[config.mk]
export PLATFORM = sky130hd
export DESIGN_NAME = walk3_top
export DESIGN_NICKNAME = d
export VERILOG_FILES = /design/src/rtl/walk3_pkg.sv /design/src/rtl/walk3_dpath.sv /design/src/rtl/walk3_ctrl.sv /design/src/rtl/walk3_top.sv
export SDC_FILE = /design/constraint.sdc
export NUM_CORES = 1
export LEC_CHECK = 0
export ABC_AREA = 1
export BUFFER_PORTS_ARGS = -buffer_cell sky130_fd_sc_hd__buf_2
export CAP_MARGIN = 5
export CELL_PAD_IN_SITES_DETAIL_PLACEMENT = 0
export CELL_PAD_IN_SITES_GLOBAL_PLACEMENT = 1
export CORE_UTILIZATION = 39
export CTS_CLUSTER_DIAMETER = 150
export DETAILED_ROUTE_END_ITERATION = 8
export PLACE_DENSITY_LB_ADDON = 0.1
export SETUP_SLACK_MARGIN = 0.2
export SLEW_MARGIN = 20
export SYNTH_ARGS = -nofsm -noshare
export SYNTH_HDL_FRONTEND = slang
export SYNTH_SLANG_ARGS = --single-unit
[constraint.sdc]
create_clock -name clk -period 10.03 [get_ports clk]
set_input_delay 1.5045 -clock clk [delete_from_list [all_inputs] [get_ports clk]]
set_output_delay 1.5045 -clock clk [all_outputs]
set_load 0.02 [all_outputs]
[src/rtl/walk3_pkg.sv]
package walk3_pkg;

  typedef enum logic [1:0] {
    ENT_INVALID = 2'b00,
    ENT_PTR     = 2'b01,
    ENT_LEAF    = 2'b10,
    ENT_RSVD    = 2'b11
  } entryKind_t;

  typedef enum logic [2:0] {
    ST_IDLE,
    ST_ROOT,
    ST_LVL1,
    ST_LVL2,
    ST_LVL3
  } walkState_t;

  // strobes from control to datapath
  typedef struct packed {
    logic       start;    // capture request, address the context table
    logic       step;     // follow pointer into table of level stepLvl
    logic [1:0] stepLvl;
    logic       leaf;     // capture mapping entry
    logic       finish;   // record end level
    logic [1:0] endLvl;
  } walkStrobe_t;

endpackage

[src/rtl/walk3_dpath.sv]
module walk3_dpath
  import walk3_pkg::*;
#(
  parameter int IDX1_W = 8,
  parameter int IDX2_W = 6,
  parameter int IDX3_W = 6,
  parameter int OFF_W  = 12,
  parameter int CTX_W  = 8
) (
  input  logic                                   clk,
  input  logic                                   rstN,
  input  walkStrobe_t                            strb,
  input  logic [IDX1_W+IDX2_W+IDX3_W-1:0]        reqVpn,
  input  logic [CTX_W-1:0]                       reqCtx,
  input  logic [IDX1_W+IDX2_W+IDX3_W+OFF_W-1:0]  ctxBase,
  input  logic [IDX1_W+IDX2_W+IDX3_W+OFF_W-1:0]  memRdData,
  output logic [IDX1_W+IDX2_W+IDX3_W+OFF_W-1:0]  memAddr,
  output entryKind_t                             entryKind,
  output logic [IDX1_W+IDX2_W+IDX3_W+OFF_W-1:0]  leafEntry,
  output logic [IDX1_W+IDX2_W+IDX3_W-1:0]        physPage,
  output logic [1:0]                             stopLevel
);
  localparam int PPN_W  = IDX1_W + IDX2_W + IDX3_W;
  localparam int WORD_W = PPN_W + OFF_W;
  localparam logic [PPN_W-1:0] KEEP_L1 = {PPN_W{1'b1}} << (IDX2_W + IDX3_W);
  localparam logic [PPN_W-1:0] KEEP_L2 = {PPN_W{1'b1}} << IDX3_W;
  localparam logic [PPN_W-1:0] KEEP_L3 = {PPN_W{1'b1}};

  logic [PPN_W-1:0]  vpnQ;
  logic [WORD_W-1:0] addrQ;
  logic [WORD_W-1:0] leafQ;
  logic [PPN_W-1:0]  physQ;
  logic [1:0]        stopQ;

  logic [WORD_W-1:0] idxWord;
  logic [WORD_W-1:0] ctxOffset;
  logic [WORD_W-1:0] tableBase;
  logic [PPN_W-1:0]  keepMask;
  logic [PPN_W-1:0]  physNext;

  assign entryKind = entryKind_t'(memRdData[1:0]);
  assign tableBase = {memRdData[WORD_W-1:2], 2'b00};
  assign ctxOffset = {{(WORD_W-CTX_W-2){1'b0}}, reqCtx, 2'b00};

  // table index for the level about to be read, scaled to bytes
  always_comb begin
    case (strb.stepLvl)
      2'd1:    idxWord = {{(WORD_W-IDX1_W-2){1'b0}}, vpnQ[PPN_W-1 -: IDX1_W], 2'b00};
      2'd2:    idxWord = {{(WORD_W-IDX2_W-2){1'b0}}, vpnQ[IDX3_W +: IDX2_W], 2'b00};
      default: idxWord = {{(WORD_W-IDX3_W-2){1'b0}}, vpnQ[0 +: IDX3_W], 2'b00};
    endcase
  end

  // large mappings keep the low page bits from the virtual page number
  always_comb begin
    case (strb.endLvl)
      2'd1:    keepMask = KEEP_L1;
      2'd2:    keepMask = KEEP_L2;
      default: keepMask = KEEP_L3;
    endcase
    physNext = (memRdData[WORD_W-1:OFF_W] & keepMask) | (vpnQ & ~keepMask);
  end

  always_ff @(posedge clk) begin
    if (!rstN) begin
      vpnQ  <= '0;
      addrQ <= '0;
      leafQ <= '0;
      physQ <= '0;
      stopQ <= '0;
    end else begin
      if (strb.start) begin
        vpnQ  <= reqVpn;
        addrQ <= ctxBase + ctxOffset;
      end
      if (strb.step) begin
        addrQ <= tableBase + idxWord;
      end
      if (strb.leaf) begin
        leafQ <= memRdData;
        physQ <= physNext;
      end
      if (strb.finish) begin
        stopQ <= strb.endLvl;
      end
    end
  end

  assign memAddr   = addrQ;
  assign leafEntry = leafQ;
  assign physPage  = physQ;
  assign stopLevel = stopQ;

endmodule

[src/rtl/walk3_ctrl.sv]
module walk3_ctrl
  import walk3_pkg::*;
(
  input  logic        clk,
  input  logic        rstN,
  input  logic        reqValid,
  input  logic        memRdValid,
  input  entryKind_t  entryKind,
  output walkStrobe_t strb,
  output logic        busy,
  output logic        memReq,
  output logic        done,
  output logic        fault
);
  walkState_t state, nextState;
  logic       issue, endDone, endFault;
  logic [1:0] curLvl;

  always_comb begin
    case (state)
      ST_LVL1: curLvl = 2'd1;
      ST_LVL2: curLvl = 2'd2;
      default: curLvl = 2'd3;
    endcase
  end

  always_comb begin
    strb      = '0;
    nextState = state;
    issue     = 1'b0;
    endDone   = 1'b0;
    endFault  = 1'b0;
    case (state)
      ST_IDLE: begin
        if (reqValid) begin
          strb.start = 1'b1;
          issue      = 1'b1;
          nextState  = ST_ROOT;
        end
      end
      ST_ROOT: begin
        if (memRdValid) begin
          if (entryKind == ENT_PTR) begin
            strb.step    = 1'b1;
            strb.stepLvl = 2'd1;
            issue        = 1'b1;
            nextState    = ST_LVL1;
          end else begin
            strb.finish = 1'b1;
            strb.endLvl = 2'd0;
            endFault    = 1'b1;
            nextState   = ST_IDLE;
          end
        end
      end
      ST_LVL1, ST_LVL2: begin
        if (memRdValid) begin
          if (entryKind == ENT_PTR) begin
            strb.step    = 1'b1;
            strb.stepLvl = curLvl + 2'd1;
            issue        = 1'b1;
            nextState    = (state == ST_LVL1) ? ST_LVL2 : ST_LVL3;
          end else if (entryKind == ENT_LEAF) begin
            strb.leaf   = 1'b1;
            strb.finish = 1'b1;
            strb.endLvl = curLvl;
            endDone     = 1'b1;
            nextState   = ST_IDLE;
          end else begin
            strb.finish = 1'b1;
            strb.endLvl = curLvl;
            endFault    = 1'b1;
            nextState   = ST_IDLE;
          end
        end
      end
      ST_LVL3: begin
        if (memRdValid) begin
          strb.finish = 1'b1;
          strb.endLvl = 2'd3;
          nextState   = ST_IDLE;
          if (entryKind == ENT_LEAF) begin
            strb.leaf = 1'b1;
            endDone   = 1'b1;
          end else begin
            endFault  = 1'b1;
          end
        end
      end
      default: nextState = ST_IDLE;
    endcase
  end

  always_ff @(posedge clk) begin
    if (!rstN) begin
      state  <= ST_IDLE;
      memReq <= 1'b0;
      done   <= 1'b0;
      fault  <= 1'b0;
    end else begin
      state  <= nextState;
      memReq <= issue;
      done   <= endDone;
      fault  <= endFault;
    end
  end

  assign busy = (state != ST_IDLE);

endmodule

[src/rtl/walk3_top.sv]
module walk3_top
  import walk3_pkg::*;
#(
  parameter int IDX1_W = 8,
  parameter int IDX2_W = 6,
  parameter int IDX3_W = 6,
  parameter int OFF_W  = 12,
  parameter int CTX_W  = 8
) (
  input  logic                                   clk,
  input  logic                                   rstN,
  input  logic                                   reqValid,
  input  logic [IDX1_W+IDX2_W+IDX3_W-1:0]        reqVpn,
  input  logic [CTX_W-1:0]                       reqCtx,
  input  logic [IDX1_W+IDX2_W+IDX3_W+OFF_W-1:0]  ctxBase,
  output logic                                   busy,
  output logic                                   memReq,
  output logic [IDX1_W+IDX2_W+IDX3_W+OFF_W-1:0]  memAddr,
  input  logic                                   memRdValid,
  input  logic [IDX1_W+IDX2_W+IDX3_W+OFF_W-1:0]  memRdData,
  output logic                                   done,
  output logic                                   fault,
  output logic [1:0]                             stopLevel,
  output logic [IDX1_W+IDX2_W+IDX3_W+OFF_W-1:0]  leafEntry,
  output logic [IDX1_W+IDX2_W+IDX3_W-1:0]        physPage
);
  walkStrobe_t strb;
  entryKind_t  entryKind;

  walk3_ctrl u_ctrl (
    .clk        (clk),
    .rstN       (rstN),
    .reqValid   (reqValid),
    .memRdValid (memRdValid),
    .entryKind  (entryKind),
    .strb       (strb),
    .busy       (busy),
    .memReq     (memReq),
    .done       (done),
    .fault      (fault)
  );

  walk3_dpath #(
    .IDX1_W (IDX1_W),
    .IDX2_W (IDX2_W),
    .IDX3_W (IDX3_W),
    .OFF_W  (OFF_W),
    .CTX_W  (CTX_W)
  ) u_dpath (
    .clk       (clk),
    .rstN      (rstN),
    .strb      (strb),
    .reqVpn    (reqVpn),
    .reqCtx    (reqCtx),
    .ctxBase   (ctxBase),
    .memRdData (memRdData),
    .memAddr   (memAddr),
    .entryKind (entryKind),
    .leafEntry (leafEntry),
    .physPage  (physPage),
    .stopLevel (stopLevel)
  );

endmodule

# Word level (Yosys, flattened, before mapping)
# Cells that the tools add are included.
# classes
add_sub_neg,3
n_reduce_logical,6
n_eq_ne,14
mux,41
n_bitwise,4
# ops
op,count
adder 32 x 10 -> 32 bit,2
two-way mux 32 bit,2
bitwise AND 20 bit,2
two-way mux 3 bit,11
one-hot mux 12 bit (2 select lines),1
inverter 20 bit,1
OR 20 bit,1
one-hot mux 10 bit (2 select lines),1
two-way mux 1 bit,14
one-hot mux 3 bit (4 select lines),1
one-hot mux 3 bit (3 select lines),1
two-way mux 4 bit,2
!= test 2 bit (second input constant),4
two-way mux 7 bit,1
equality test 2 x 1 -> 1 bit (second input constant),3
equality test 2 bit (second input constant),3
equality test 3 x 2 -> 1 bit (second input constant),2
one-hot mux 1 bit (2 select lines),3
one-hot mux 3 bit (2 select lines),1
one-hot mux 2 bit (2 select lines),1
AND reduction 4 bit,1
equality test 3 x 1 -> 1 bit (second input constant),1
equality test 3 bit (second input constant),1
logical NOT 3 bit,1
other kinds (7),7
# totals
wordCells,77
output_inout_bits,90
register_bits,112

# Depth between registers and ports, before layout
# Gate-level depths: netlist of the first run.
# logic_depth
ltp_word,11
depth_mapped,28

# By module
# From an unflattened synthesis of the first run, not the netlist that was laid out.
# unflattened
cells_unflattened,1131
area_unflattened_um2,6965.4
# modules_own_cells
mod,cells_each,area_each_um2,n_inst,seq_area_each_um2
walk3_dpath,1043,6412.4,1,1961.9
walk3_ctrl,88,553.0,1,120.1

# Worst setup path before layout of the first run
# OpenSTA, ideal clock, no wires.
# synth_path
path_kind,input to register
from,input memRdData[1]
to,register u_dpath.addrQ[20] (netlist: u_dpath.memAddr[20])
path_slack_ns,5.640
path_stages,23
setup_time_ns,0.120
path_buffers,1
arrival_ns,4.270
required_ns,9.910
path_cell_list,inv_1 -> ha_1 -> nand2_1 -> inv_2 -> nand2_2 -> o21ai_0 -> ha_1 -> clkbuf_1 -> a221o_1 -> o21ai_0 -> inv_1 -> ha_1 -> inv_1 -> fa_1 -> inv_1 -> nand3_1 -> nand3_1 -> nand2_1 -> nand2_2 -> nand2_1 -> nor2_1 -> xor2_1 -> a21oi_1
# synth_between
elab_chain_cells,8
word_cells_on_any_way,12
classes_between,add/sub: 1; eq/ne: 3; mux: 7; reduce/logical: 1
# synth_lines
item,line,rtl
start: declaration,walk3_top.sv:20,"input logic [IDX1_W+IDX2_W+IDX3_W+OFF_W-1:0] memRdData,"
equality test 2 x 1 -> 1 bit *,"walk3_ctrl.sv:43, walk3_ctrl.sv:58",
two-way mux 3 bit (on tied branches),"walk3_ctrl.sv:58, walk3_ctrl.sv:43",
two-way mux 7 bit / two-way mux 3 bit (equally long branches),"walk3_ctrl.sv:57, walk3_ctrl.sv:42",
one-hot mux 3 bit (2 select lines) *,walk3_ctrl.sv:33,case (state)
equality test 2 bit / equality test 2 x 1 -> 1 bit (equally long branches),walk3_dpath.sv:47,case (strb.stepLvl)
one-hot mux 10 bit (2 select lines),walk3_dpath.sv:47,
adder 32 x 10 -> 32 bit,walk3_dpath.sv:77,addrQ <= tableBase + idxWord;
two-way mux 32 bit,walk3_dpath.sv:76,if (strb.step) begin
end signal: assignment,walk3_dpath.sv:74,addrQ <= ctxBase + ctxOffset;
end signal: assignment,walk3_dpath.sv:77,
end: declaration,walk3_dpath.sv:30,logic [WORD_W-1:0] addrQ;
# Every way passes the cells marked *; elsewhere a longest branch is shown, timed or not.
# A chain may end at the register's enable or synchronous reset.

# Worst setup path after layout of the first run
# Ends and elaborated chain as after synthesis.

==> results of run 1 <==
==> kinds of logic (layout without fill, tap and decap cells) <==
group           after synthesis  after routing  share of synthesized area (%)
fa+ha+maj                    27             27                           5.22
buf+inv                     196            354                           12.2
xor+xnor                      9              9                           1.17
compound gates              214            214                           17.0
flops                       104            104                           30.8
simple gates                532            532                           33.6
==> cells in the final DEF (no fill, tap or decap), types with 21 or more instances in the layout <==
cell and n:
nand2_1 289, buf_2 185, inv_1 140, nand3_1 105, dfxtp_1 104, a21oi_1 96
nor2_1 85, o21ai_0 70, ha_1 25, o21ai_1 21
==> cell type report <==
| type | instances | area, um2 | area share (%) |
|---|---|---|---|
| multi-input cells | 782 | 3850 | 48.1 |
| flip-flops and latches | 104 | 2080 | 26.0 |
| repair buffers | 189 | 956 | 11.9 |
| inverters | 149 | 559 | 6.98 |
| well taps | 220 | 275 | 3.43 |
| clock buffers | 11 | 243 | 3.03 |
| clock inverters | 5 | 48.8 | 0.609 |
==> critical path, stage by stage <==
cell and delay (ns):
buf_2 0.12, inv_1 0.07, ha_1 0.26, nand2_1 0.10, inv_2 0.09, nand2_2 0.08
o21ai_0 0.26, ha_1 0.36, a221o_1 0.18, o21ai_0 0.08, inv_1 0.07, ha_1 0.15
inv_1 0.05, fa_1 0.39, inv_1 0.09, nand3_1 0.07, nand3_1 0.16, nand2_1 0.09
nand2_2 0.16, nand2_1 0.11, nor2_1 0.12, xor2_1 0.16, a21oi_1 0.07
==> synth_stat cells (15+ instances only) <==
cell,instances,area (um2)
o21ai_0,70,350
nor2_1,85,319
a21oi_1,96,480
clkbuf_1,15,56.3
inv_1,140,526
buf_2,17,85.1
o21ai_1,21,105
dfxtp_1,104,2080
nand3_1,105,526
ha_1,25,313
nand2_1,289,1080
nor3_1,15,75.1
==> worst paths after layout <==
path,endpoint,depth (start not counted),startpoint
max reg2reg,u_dpath.memAddr[20]$_SDFFE_PN0P_,23,u_ctrl.state[1]$_SDFFE_PN0P_
max,u_dpath.memAddr[20]$_SDFFE_PN0P_,23,memRdData[1]
min,u_dpath.physPage[7]$_SDFFE_PN0P_,2,u_dpath.physPage[7]$_SDFFE_PN0P_
min reg2reg,u_dpath.physPage[7]$_SDFFE_PN0P_,2,u_dpath.physPage[7]$_SDFFE_PN0P_
==> state kept, by name (all words and copies together), names as in the netlist <==
name and flops:
u_dpath.leafEntry 25, u_ctrl.fault 1, u_dpath.stopLevel 2, u_ctrl.done 1
u_ctrl.state 3, u_ctrl.memReq 1, u_dpath.memAddr 32, u_dpath.vpnQ 20
u_dpath.physPage 19
==> per-stage QoR <==
| stage | total power [mW] | utilization, % | cell area [um2] |
|---|---|---|---|
| 3_5_place_dp | 1.09 | 46.1 | 7730 |
| 3_3_place_gp | 1.09 | 46.1 | 7730 |
| 4_1_cts | 1.45 | 47.8 | 8020 |
| 5_1_grt | 1.53 | 47.8 | 8020 |
| 6_report | 1.44 | 47.8 | 8020 |
| 2_1_floorplan | 0.910 | - | 6760 |
==> routing by layer <==
layer,share of wire [%],GRT usage (%),vias up
met2,43,39.4,219
li1,-,-,3798
met4,0.58,4.17,0
met3,5.5,3.73,11
met5,0,0,-
met1,51,39.2,3375
==> power by group <==
part / total, mW / switching (mW) / internal (mW)
combinational: 0.547 / 0.372 / 0.175
sequential: 0.536 / 0.0519 / 0.484
clock: 0.355 / 0.174 / 0.181
total: 1.44 / 0.598 / 0.840
==> results_dict.tcl, run 1 <==
set metrics [dict create \
    grt_max_degree 68 \
    required_ns 10.27 \
    num_io_pins 186 \
    worst_pin_slew_ns 0.669 \
    setup_tns_ns 0 \
    die_area_um2 17900 \
    cts_tree "yes" \
    wl_per_cell_um 15.8 \
    fin_crit_sh_pct 45.4 \
    ys_ff_latch 104 \
    p_leak_nw 4.18 \
    initial_core_util_pct 40.3 \
    post_cts_buffers 0 \
    period_minus_slack_ns 4.55 \
    p_per_area_nw_per_um2 179 \
    cap_violations 0 \
    ys_warn_count 0 \
    syn_nets 1205 \
    post_cts_resized 0 \
    syn2layout_area_growth_pct 18.6 \
    place_inst 1444 \
    async_reset_ff_share_pct 0 \
    drive_above_1_share_pct 18.7 \
    drt_drc_violations_left 0 \
    port_buffers 185 \
    cp-end-kind "flop" \
    clock_latency_ns 0.36 \
    gp_congestion 0.910 \
    syn_inst 1082 \
    rows 47 \
    clk_pin_slew_ns 0.08 \
    core_area_um2 16800 \
    stdcell_count 1460 \
    fin_skew_ns 0.00868 \
    outcome "completed" \
    worstSetupPathType "in2reg" \
    drtIter0Drc 487 \
    critPathArrivalTime_ns 4.80 \
    reg2reg_slack_ns 5.91 \
    synth-edff-count 0 \
    num_vias 7403 \
    syn-cell-area_um2 6760 \
    hp-class "reg2reg" \
    cts_root_buffer "clkbuf_16" \
    drt-total-wl_um 23000 \
    fmax_mhz 220 \
    grt_pass1_vias 6537 \
    n_fill_cell 1868 \
    grt_antenna_before_repair 0 \
    hpwl_um 18000 \
    ys.flop_type "dfxtp_1" \
    clock_path_buffers 2 \
    h-tree-depth 3 \
    drt_pass1_iterations 5 \
    setup_ws_ns 5.48 \
    setup_viol 0 \
    ys_types 38 \
    rsz0062_at_grt "false" \
    ant_nets 0 \
    seq_area_frac_synth_pct 30.8 \
    viasPerCell 5.07 \
    cts_made_buffers 9 \
    finalHoldViolations 0 \
    finalMaxSlewViolations 0 \
    syn_area_per_cell_um2 6.25 \
    slew_headroom_pct 55.4 \
    clock-sinks 104 \
    cts-hold-fix-buffers 0 \
    start_kind "input port" \
    grt_remaining_overflow 0 \
    diodes 0 \
    preCtsSetupSlack_ns 5.15 \
    gr-usage-all-layers_pct 26.0 \
    hold_slack_ns 0.457 \
    die_h_um 134 \
    die_w_um 134 \
    nets 1358 \
    crit_fanout 8 \
    grt_pass1_wl_um 35900 \
    max-vdd-ir-drop_mv 0.101 \
]
(Power assumes the default switching activity.)
==> run 2: changes to the inputs <==
--- a/config.mk
+++ b/config.mk
@@ -5,12 +5,12 @@
 export SDC_FILE = /design/constraint.sdc
 export NUM_CORES = 1
 export LEC_CHECK = 0
-export ABC_AREA = 1
+export ABC_AREA = 0
 export BUFFER_PORTS_ARGS = -buffer_cell sky130_fd_sc_hd__buf_2
 export CAP_MARGIN = 5
 export CELL_PAD_IN_SITES_DETAIL_PLACEMENT = 0
 export CELL_PAD_IN_SITES_GLOBAL_PLACEMENT = 1
-export CORE_UTILIZATION = 39
+export CORE_UTILIZATION = 34
 export CTS_CLUSTER_DIAMETER = 150
 export DETAILED_ROUTE_END_ITERATION = 8
 export PLACE_DENSITY_LB_ADDON = 0.1
==> constraint.sdc (replaced) <==
create_clock -name clk -period 4.1 [get_ports clk]
set_input_delay 0.615 -clock clk [delete_from_list [all_inputs] [get_ports clk]]
set_output_delay 0.615 -clock clk [all_outputs]
set_load 0.02 [all_outputs]
==> results_dict.tcl, run 2 <==
set metrics [dict create \
    cts_tree "yes" \
    finalHoldViolations 0 \
    initial_core_util_pct 35.1 \
    synth.top_cells.by_count "174 x nand2_1, 104 x dfxtp_1, 54 x a21boi_0" \
    diodes 0 \
    setup_tns_ns 0 \
    start_kind "flop" \
    port_buffers 185 \
    cts_root_buffer "clkbuf_16" \
    slew_headroom_pct 36.3 \
    h-tree-depth 3 \
    synth_top_area_share_pct 34.0 \
    hpwl_um 15100 \
    die_w_um 136 \
    worstSetupPathType "reg2reg" \
    required_ns 4.37 \
    clock-sinks 104 \
    worst_pin_slew_ns 0.956 \
    die_h_um 136 \
    p_per_area_nw_per_um2 330 \
    syn2layout_area_growth_pct 24.9 \
    ys_ff_latch 104 \
    period_minus_slack_ns 3.71 \
    gr-usage-all-layers_pct 21.2 \
    core_area_um2 17500 \
    p_leak_nw 3.52 \
    gp_congestion 0.903 \
    hold_slack_ns 0.456 \
    seq_area_frac_synth_pct 34.0 \
    num_io_pins 186 \
    cts-hold-fix-buffers 0 \
    grt_pass1_vias 5559 \
    rows 48 \
    post-synth-top-count-cell "nand2_1" \
    final_common_cell "buf_2" \
    drt_pass1_iterations 4 \
    async_reset_ff_share_pct 0 \
    clk_pin_slew_ns 0.07 \
    die_area_um2 18600 \
    hp-class "reg2reg" \
    syn_nets 890 \
    drtIter0Drc 279 \
    syn_area_per_cell_um2 7.99 \
    syn_inst 767 \
    ant_nets 0 \
    rsz0062_at_grt "false" \
    fin_skew_ns 0.00337 \
    nets 1057 \
    largest_reg_flops 32 \
    clock_latency_ns 0.36 \
    grt_remaining_overflow 0 \
    drive_above_1_share_pct 27.4 \
    max-vdd-ir-drop_mv 0.171 \
    clock_path_buffers 2 \
    n_fill_cell 1844 \
    crit_fanout 7 \
    outcome "completed" \
    cap_violations 0 \
    cp-end-kind "flop" \
    ys_types 64 \
    fmax_mhz 269 \
    grt_max_degree 60 \
    ys.flop_type "dfxtp_1" \
    fin_crit_sh_pct 90.5 \
    drt_drc_violations_left 0 \
    final_cell_mix "185 x buf_2, 174 x nand2_1, 102 x dfxtp_1, 54 x a21boi_0, 50 x nor2_1" \
    ys_warn_count 0 \
    finalMaxSlewViolations 0 \
    synth-edff-count 0 \
    cts_made_buffers 9 \
    wl_per_cell_um 17.0 \
    ys_top_cells_by_area "dfxtp_1 34%, nand2_1 11%, a21boi_0 6.6%" \
    grt_pass1_wl_um 30100 \
    yosys.area.top_type "dfxtp_1" \
    syn-cell-area_um2 6130 \
    finalPower_mw 2.53 \
    critPathArrivalTime_ns 3.98 \
    grt_antenna_before_repair 0 \
    placed_cell_area_um2 7230 \
    num_vias 5902 \
    final_cell_area_um2 7660 \
    drt-total-wl_um 19800 \
    setup_viol 0 \
    viasPerCell 5.07 \
]
-- run 2: area by class of cell --
class / instances / area (um2) / area share (%)
Multi-Input combinational cell: 594 / 3840 / 50.2
Tap cell: 225 / 282 / 3.68
Clock inverter: 6 / 67.6 / 0.882
Inverter: 21 / 78.8 / 1.03
Clock buffer: 10 / 229 / 2.99
Timing Repair Buffer: 204 / 1070 / 14.0
Sequential cell: 104 / 2090 / 27.3
-- run 2: final timing paths --
| kind | startpoint | end | slack, ns | cells past startpoint |
|---|---|---|---|---|
| hold reg to reg | u_dpath.memAddr[1]$_SDFFE_PN0P_ | u_dpath.memAddr[1]$_SDFFE_PN0P_ | 0.46 | 2 |
| setup reg to reg | u_ctrl.state[1]$_SDFFE_PN0P_ | u_dpath.memAddr[24]$_SDFFE_PN0P_ | 0.39 | 19 |
| hold / removal | u_dpath.memAddr[1]$_SDFFE_PN0P_ | u_dpath.memAddr[1]$_SDFFE_PN0P_ | 0.46 | 2 |
| setup / recovery | u_ctrl.state[1]$_SDFFE_PN0P_ | u_dpath.memAddr[24]$_SDFFE_PN0P_ | 0.39 | 19 |
-- run 2: power by group --
part | switching (mW) | internal (mW)
clock network | 0.404 | 0.477
logic | 0.331 | 0.212
registers | 0.0373 | 1.07
-- run 2: per-layer routing --
metal / track usage, % / vias up / wire, um / share of wire [%]
li1: - / 2991 / - / -
met1: 28.9 / 2729 / 9230 / 47
met2: 34.1 / 160 / 9260 / 47
met3: 2.72 / 22 / 950 / 4.8
met4: 7.78 / 0 / 376 / 1.9
met5: 0 / - / 0 / 0
-- run 2: repair_timing --
| action | CTS | global route |
|---|---|---|
| buffers inserted | 1 | 7 |
| gates resized for setup | 11 | 8 |
| setup endpoints to repair | 8 | 22 |
| pin swaps | 2 | 7 |
-- run 2: critical path, stage by stage (launching register included) --
cell and delay (ns):
dfxtp_4 0.37, inv_2 0.12, nor3_4 0.05, buf_4 0.14
ha_1 0.29, or3_4 0.40, inv_1 0.11, ha_4 0.17
a22oi_1 0.09, o21ai_1 0.14, ha_1 0.18, inv_1 0.05
fa_1 0.38, nand2b_4 0.17, a21oi_4 0.17, o21ai_4 0.13
nor2_4 0.15, nand2_1 0.08, xor2_1 0.15, a221oi_1 0.27
-- run 2: metrics by stage --
| step | util (%) | instances | setup slack, ns |
|---|---|---|---|
| 2_1_floorplan | - | 767 | 0.202 |
| 3_3_place_gp | 41.4 | 1140 | 0.199 |
| 3_5_place_dp | 41.4 | 1140 | 0.0674 |
| 4_1_cts | 43.3 | 1157 | 0.201 |
| 5_1_grt | 43.8 | 1164 | 0.188 |
| 6_report | 43.8 | 1164 | 0.388 |
-- run 2: kinds of logic after synthesis --
| logic type | after synthesis | share of synthesized area (%) |
|---|---|---|
| AND/OR/NAND/NOR | 311 | 23.4 |
| buffers and inverters | 69 | 5.06 |
| XOR/XNOR | 48 | 6.86 |
| adder cells (fa/ha/maj) | 27 | 5.76 |
| flip-flops | 104 | 34.0 |
| AO/OA/AOI/OAI | 196 | 23.0 |
| multiplexers | 12 | 1.96 |
